`src/rtl/spwm_pkg.sv`:
```
package spwm_pkg;

  typedef enum logic [1:0] {
    ST_IDLE = 2'd0,
    ST_DEAD = 2'd1,
    ST_RUN  = 2'd2
  } seq_state_t;

  // Rational half-sine, peak 255 at k = n/2
  function automatic int unsigned sine_code(int unsigned k, int unsigned n);
    int unsigned a;
    a = k * (n - k);
    return (4080 * a) / (5 * n * n - 4 * a);
  endfunction

  // Carrier compare: high while cnt/period < duty/256
  function automatic logic pwm_high(int unsigned cnt, int unsigned duty,
                                    int unsigned period);
    return (cnt * 256) < (duty * period);
  endfunction

  function automatic int max_i(int a, int b);
    return (a > b) ? a : b;
  endfunction

endpackage

```
`src/rtl/spwm_sine_rom.sv`:
```
module spwm_sine_rom #(
  parameter int N     = 40,
  parameter int IDX_W = 6
) (
  input  logic [IDX_W-1:0] idx,
  output logic [7:0]       duty
);
  logic [7:0] rom [N];

  for (genvar g = 0; g < N; g++) begin : g_rom
    assign rom[g] = 8'(spwm_pkg::sine_code(g, N));
  end

  always_comb begin
    if (int'(idx) < N) duty = rom[idx];
    else               duty = '0;
  end
endmodule

```
`src/rtl/spwm_carrier.sv`:
```
module spwm_carrier #(
  parameter int PERIOD = 5000,
  parameter int CNT_W  = 13
) (
  input  logic             clk,
  input  logic             rst,
  input  logic             run,
  output logic [CNT_W-1:0] cnt,
  output logic             wrap
);
  assign wrap = run && (cnt == CNT_W'(PERIOD - 1));

  always_ff @(posedge clk) begin
    if (rst)               cnt <= '0;
    else if (!run || wrap) cnt <= '0;
    else                   cnt <= cnt + 1'b1;
  end
endmodule

```
`src/rtl/spwm_phase_seq.sv`:
```
module spwm_phase_seq #(
  parameter int N50      = 40,
  parameter int N60      = 42,
  parameter int HOLD50   = 5,
  parameter int HOLD60   = 4,
  parameter int DEAD_CYC = 4,
  parameter int IDX_W    = 6,
  parameter int HOLD_W   = 3,
  parameter int DEAD_W   = 2
) (
  input  logic             clk,
  input  logic             rst,
  input  logic             ok,
  input  logic             mode_sel,
  input  logic             wrap,
  output logic             run,
  output logic             pol,
  output logic             mode_q,
  output logic [IDX_W-1:0] idx,
  output logic             start
);
  import spwm_pkg::*;

  seq_state_t        state;
  logic [HOLD_W-1:0] hold;
  logic [DEAD_W-1:0] dcnt;
  logic [IDX_W-1:0]  n_last;
  logic [HOLD_W-1:0] h_last;
  logic              dead_done;

  assign n_last    = mode_q ? IDX_W'(N60 - 1)   : IDX_W'(N50 - 1);
  assign h_last    = mode_q ? HOLD_W'(HOLD60 - 1) : HOLD_W'(HOLD50 - 1);
  assign dead_done = (dcnt == DEAD_W'(DEAD_CYC - 1));
  assign run       = (state == ST_RUN);

  always_ff @(posedge clk) begin
    if (rst) begin
      state  <= ST_IDLE;
      pol    <= 1'b1;
      mode_q <= 1'b0;
      idx    <= '0;
      hold   <= '0;
      dcnt   <= '0;
      start  <= 1'b0;
    end else if (!ok) begin
      state <= ST_IDLE;
      start <= 1'b0;
    end else begin
      start <= 1'b0;
      unique case (state)
        ST_IDLE: begin
          state <= ST_DEAD;
          dcnt  <= '0;
        end
        ST_DEAD: begin
          if (dead_done) begin
            state  <= ST_RUN;
            pol    <= ~pol;
            mode_q <= mode_sel;
            idx    <= '0;
            hold   <= '0;
            start  <= 1'b1;
          end else begin
            dcnt <= dcnt + 1'b1;
          end
        end
        ST_RUN: begin
          if (wrap) begin
            if (hold == h_last) begin
              hold <= '0;
              if (idx == n_last) begin
                state <= ST_DEAD;
                dcnt  <= '0;
              end else begin
                idx <= idx + 1'b1;
              end
            end else begin
              hold <= hold + 1'b1;
            end
          end
        end
        default: state <= ST_IDLE;
      endcase
    end
  end
endmodule

```
`src/rtl/spwm_gate_mux.sv`:
```
module spwm_gate_mux (
  input  logic active,
  input  logic pol,
  input  logic pwm,
  output logic hi_a,
  output logic lo_a,
  output logic hi_b,
  output logic lo_b
);
  always_comb begin
    hi_a = active && !pol;
    lo_b = active && !pol && pwm;
    hi_b = active && pol;
    lo_a = active && pol && pwm;
  end
endmodule

```
`src/rtl/spwm_hbridge_driver.sv`:
```
module spwm_hbridge_driver #(
  parameter int PERIOD   = 5000,
  parameter int N50      = 40,
  parameter int N60      = 42,
  parameter int HOLD50   = 5,
  parameter int HOLD60   = 4,
  parameter int DEAD_CYC = 4
) (
  input  logic clk,
  input  logic rst,
  input  logic enable,
  input  logic fault,
  input  logic mode_sel,
  output logic gate_hi_a,
  output logic gate_lo_a,
  output logic gate_hi_b,
  output logic gate_lo_b,
  output logic half_start
);
  import spwm_pkg::*;

  localparam int NMAX   = max_i(N50, N60);
  localparam int HMAX   = max_i(HOLD50, HOLD60);
  localparam int IDX_W  = max_i(1, $clog2(NMAX));
  localparam int HOLD_W = max_i(1, $clog2(HMAX));
  localparam int DEAD_W = max_i(1, $clog2(DEAD_CYC));
  localparam int CNT_W  = max_i(1, $clog2(PERIOD));

  logic             ok;
  logic             run_ok;
  logic             seq_run;
  logic             seq_pol;
  logic             seq_mode;
  logic [IDX_W-1:0] seq_idx;
  logic [CNT_W-1:0] car_cnt;
  logic             car_wrap;
  logic [7:0]       duty50;
  logic [7:0]       duty60;
  logic [7:0]       duty;
  logic             pwm;

  assign ok     = enable && !fault;
  assign run_ok = seq_run && ok;

  spwm_carrier #(.PERIOD(PERIOD), .CNT_W(CNT_W)) carrier_i (
    .clk (clk), .rst (rst), .run (run_ok), .cnt (car_cnt), .wrap (car_wrap)
  );

  spwm_phase_seq #(
    .N50(N50), .N60(N60), .HOLD50(HOLD50), .HOLD60(HOLD60),
    .DEAD_CYC(DEAD_CYC), .IDX_W(IDX_W), .HOLD_W(HOLD_W), .DEAD_W(DEAD_W)
  ) seq_i (
    .clk (clk), .rst (rst), .ok (ok), .mode_sel (mode_sel), .wrap (car_wrap),
    .run (seq_run), .pol (seq_pol), .mode_q (seq_mode), .idx (seq_idx),
    .start (half_start)
  );

  spwm_sine_rom #(.N(N50), .IDX_W(IDX_W)) rom50_i (.idx (seq_idx), .duty (duty50));
  spwm_sine_rom #(.N(N60), .IDX_W(IDX_W)) rom60_i (.idx (seq_idx), .duty (duty60));

  assign duty = seq_mode ? duty60 : duty50;
  assign pwm  = pwm_high(32'(car_cnt), 32'(duty), PERIOD);

  spwm_gate_mux mux_i (
    .active (run_ok), .pol (seq_pol), .pwm (pwm),
    .hi_a (gate_hi_a), .lo_a (gate_lo_a), .hi_b (gate_hi_b), .lo_b (gate_lo_b)
  );
endmodule

```
`config.mk`:
```
export PLATFORM = sky130hd
export DESIGN_NAME = spwm_hbridge_driver
export DESIGN_NICKNAME = d
export VERILOG_FILES = /design/src/rtl/spwm_pkg.sv /design/src/rtl/spwm_sine_rom.sv /design/src/rtl/spwm_carrier.sv /design/src/rtl/spwm_phase_seq.sv /design/src/rtl/spwm_gate_mux.sv /design/src/rtl/spwm_hbridge_driver.sv
export SDC_FILE = /design/constraint.sdc
export NUM_CORES = 1
export LEC_CHECK = 0
export BUFFER_PORTS_ARGS = -buffer_cell sky130_fd_sc_hd__buf_2
export CAP_MARGIN = 5
export CORE_ASPECT_RATIO = 1.75
export CORE_MARGIN = 2
export CORE_UTILIZATION = 31
export DETAILED_ROUTE_END_ITERATION = 6
export GPL_TIMING_DRIVEN = 0
export PLACE_DENSITY = 0.43
export SYNTH_ARGS = -nofsm -noshare
export SYNTH_HDL_FRONTEND = slang
export SYNTH_HIERARCHICAL = 1
export SYNTH_SLANG_ARGS = --single-unit
```
`constraint.sdc`:
```
create_clock -name clk -period 7.6 [get_ports clk]
set_input_delay 0.76 -clock clk [delete_from_list [all_inputs] [get_ports clk]]
set_output_delay 0.76 -clock clk [all_outputs]
set_load 0.03 [all_outputs]
```
==> flow_summary.ini <==
[setup_path]
critical_path_class = flop to output pin
crit_required_ps = 6840
cpMaxStageDelayCell = fa_1
cp_data_arrival_time_ps = 6460
cp_max_fo = 10
startpoint_type = flop
crit_top_cell = ha_1
end_kind = output pin
max_stage_delay_ps = 580

[placement]
dp.final_hpwl_mm = 9.24
port-buffer-count = 9
placedCellCount = 721
gp_congestion = 0.895
preCtsSetupSlack_ps = -703

[layout]
fin_util = 0.369
diodes = 0
syn_to_final_growth_pct = 17.0
drive_gt1_frac = 0.203
n_fill_cell = 1488
final_cells = 752
fin_nets = 669

[sta]
finalMaxSlewViolations = 0
setup_violations = 0
clock_skew_ps = 6.90
fin_ws_ps = 381
worstMarginPinSlew_ps = 590
finalHoldViolations = 0
clock.fmax_mhz = 139
slew_headroom = 0.607
fin_crit_ps = 7220
tns_ps = 0
post-route-period-util = 0.950

[logic_synthesis]
synth_edf_count = 0
synthFlopType = dfxtp_1
syn_area_per_cell_um2 = 8.11
synth_seq_cells = 29
ys_warn_count = 6
synth_top_area_cell = ha_1
synthTopCellsByArea = ha_1, dfxtp_1, fa_1
synth_top_family_by_area = adder cells
async_flop_share = 0
synthMuxAreaShare = 0.0464
synth_nets = 628
synthSimpleGateAreaFrac = 0.214
synth_top_area_share = 0.219
syn_inst = 535
synth-xor-area-share = 0.0404
yosys-top-cells-count = ha_1, inv_1, nor2_1
yosysSeqAreaShare = 0.134
yosysUniqueCellTypes = 77
synth_most_common_cell = ha_1
syn_area_mm2 = 0.00434
synth-compound-area-share = 0.204
yosys.area_share.adder = 0.275

[grt]
antenna_found_initial = 0
grt_pass1_wl_mm = 19.4
grt_max_degree = 16
grt_pass1_vias = 3963
grt_overflow = 0
groute.usage.overall = 0.161

[clock_tree]
path_clk_slew_ps = 50
cts_root_buffer = clkbuf_16
cts_buffer_depth = 2
clock_latency_ps = 270
clock_sinks = 29
ctsHtreeMaxLevel = 2
numCtsBuffers = 5
hold_buffers = 0
cts_tree = built

[power]
power_density_mw_per_mm2 = 67.7
p_int_w = 0.000272
p_comb_frac = 0.028
leakage_nw = 2.25
swShare = 0.208
clockPowerShare = 0.529
p_seq_frac = 0.443
switchingPower_w = 0.0000714
worst_ir_drop_vdd_uv = 123

[floorplanning]
fp.dieW_um = 93.4
core_area_mm2 = 0.0138
dieHeight_um = 161
fp.dieArea_mm2 = 0.0150
io_pins = 10
rows = 57
start_util = 0.315

[routing]
drt-total-wl_mm = 12.0
viasPerCell = 5.31
drc = 0
first_pass_iters = 5
num_vias = 3991
postRouteAntennaNets = 0
wire_per_inst_um = 15.9
detail_route.iter0.violations = 156

[run]
max-cap-violations = 0

[outcome]
status = completed

[worst_hold_path]
hp-class = flop to flop
-- state kept, by name (all words and copies together) (netlist names) --
name,count
carrier_i/cnt,13
seq_i/dcnt,2
seq_i/hold,3
seq_i/idx,6
seq_i/mode_q,1
seq_i/pol,1
seq_i/start,1
seq_i/state,2
-- worst max-delay path, delay by kind of cell, from the launching register on --
kind,cells,cell delay (ps)
flops,1,360
xor+xnor,1,140
mux,2,820
compound gates,11,1660
buf+inv,6,770
fa+ha+maj,6,2220
simple gates,1,190
-- per-layer routing --
layer / part of all wire / GRT usage / vias to the layer above
met4: 0.038 / 0.0829 / 0
met2: 0.56 / 0.312 / 88
met5: 0 / 0 / -
met3: 0.022 / 0.00985 / 27
met1: 0.38 / 0.168 / 1870
li1: - / - / 2006
-- power groups by stage --
stage	clock network (W)	registers (W)	logic, W
final	0.000182	0.000152	0.00000956
after global routing	0.000194	0.000152	0.0000105
after global placement	0	0.000156	0.00000928
after detailed placement	0	0.000156	0.00000955
after floorplan	0	0.000156	0.00000626
after CTS	0.000189	0.000152	0.00000965
-- logic make-up (layout without fill, tap and decap cells) --
group | count (synthesis) | after routing
AND/OR/NAND/NOR | 172 | 172
AO/OA/AOI/OAI | 129 | 129
adder cells (fa/ha/maj) | 88 | 88
buffers and inverters | 79 | 119
flip-flops | 29 | 29
XOR/XNOR | 20 | 20
multiplexers | 18 | 18
-- metrics by stage --
step / cell area [um2] / hold WS (ps) / power (W)
final: 5080 / 479 / 0.000344
after global routing: 5080 / 507 / 0.000356
after CTS: 4800 / 483 / 0.000351
after detailed placement: 4610 / 472 / 0.000166
after global placement: 4610 / 463 / 0.000165
after floorplan: 4340 / 445 / 0.000162
-- placed cells by master (no fill, tap or decap), drive strengths merged, types with 4 or more instances in the layout --
cell | netlist | layout
nand4b | 4 | 4
ha | 76 | 76
nor4 | 4 | 4
nand2 | 32 | 32
nand2b | 9 | 9
and3 | 5 | 5
buf | 18 | 51
nand3 | 20 | 20
o311ai | 5 | 5
inv | 55 | 53
mux2 | 4 | 4
o21ai | 25 | 25
o211ai | 5 | 5
a31oi | 13 | 13
nand4 | 7 | 7
and2 | 4 | 4
a21o | 6 | 6
xnor2 | 14 | 14
nand3b | 5 | 5
a211oi | 8 | 8
nor2 | 42 | 42
dfxtp | 29 | 29
o22ai | 4 | 4
nor2b | 8 | 8
or3 | 4 | 4
xor2 | 6 | 6
clkbuf | 5 | 11
fa | 12 | 12
mux2i | 13 | 13
a21oi | 34 | 34
or4 | 5 | 5
nor3 | 13 | 13
-- layout make-up --
class                           count  area, um2  area share
Multi-Input combinational cell    427       3490       0.688
Sequential cell                    29        593       0.117
Timing Repair Buffer               34        241      0.0475
Inverter                           56        221      0.0436
Tap cell                          177        221      0.0436
Buffer                             23        179      0.0352
Clock buffer                        5        125      0.0246
Clock inverter                      1       5.00    0.000985
-- final timing paths --
path	startpoint	cells after the start	to	slack [ps]
worst min-delay path	carrier_i/cnt[0]	1	carrier_i/cnt[0]	480
worst max register to register	carrier_i/cnt[6]	9	seq_i/idx[5]	4670
worst min register to register	carrier_i/cnt[0]	1	carrier_i/cnt[0]	480
worst max-delay path	seq_i/idx[1]	27	gate_lo_a	380
-- timing repair --
item / in CTS / in global routing
buffers inserted: 4 / 21
resized for setup: 12 / 31
pin swaps: 0 / 11
hold endpoints to repair: 0 / 0
gates cloned: 0 / 0
endpoints found under the setup margin: 2 / 2
Note: power is estimated with default switching activity, not from simulation.
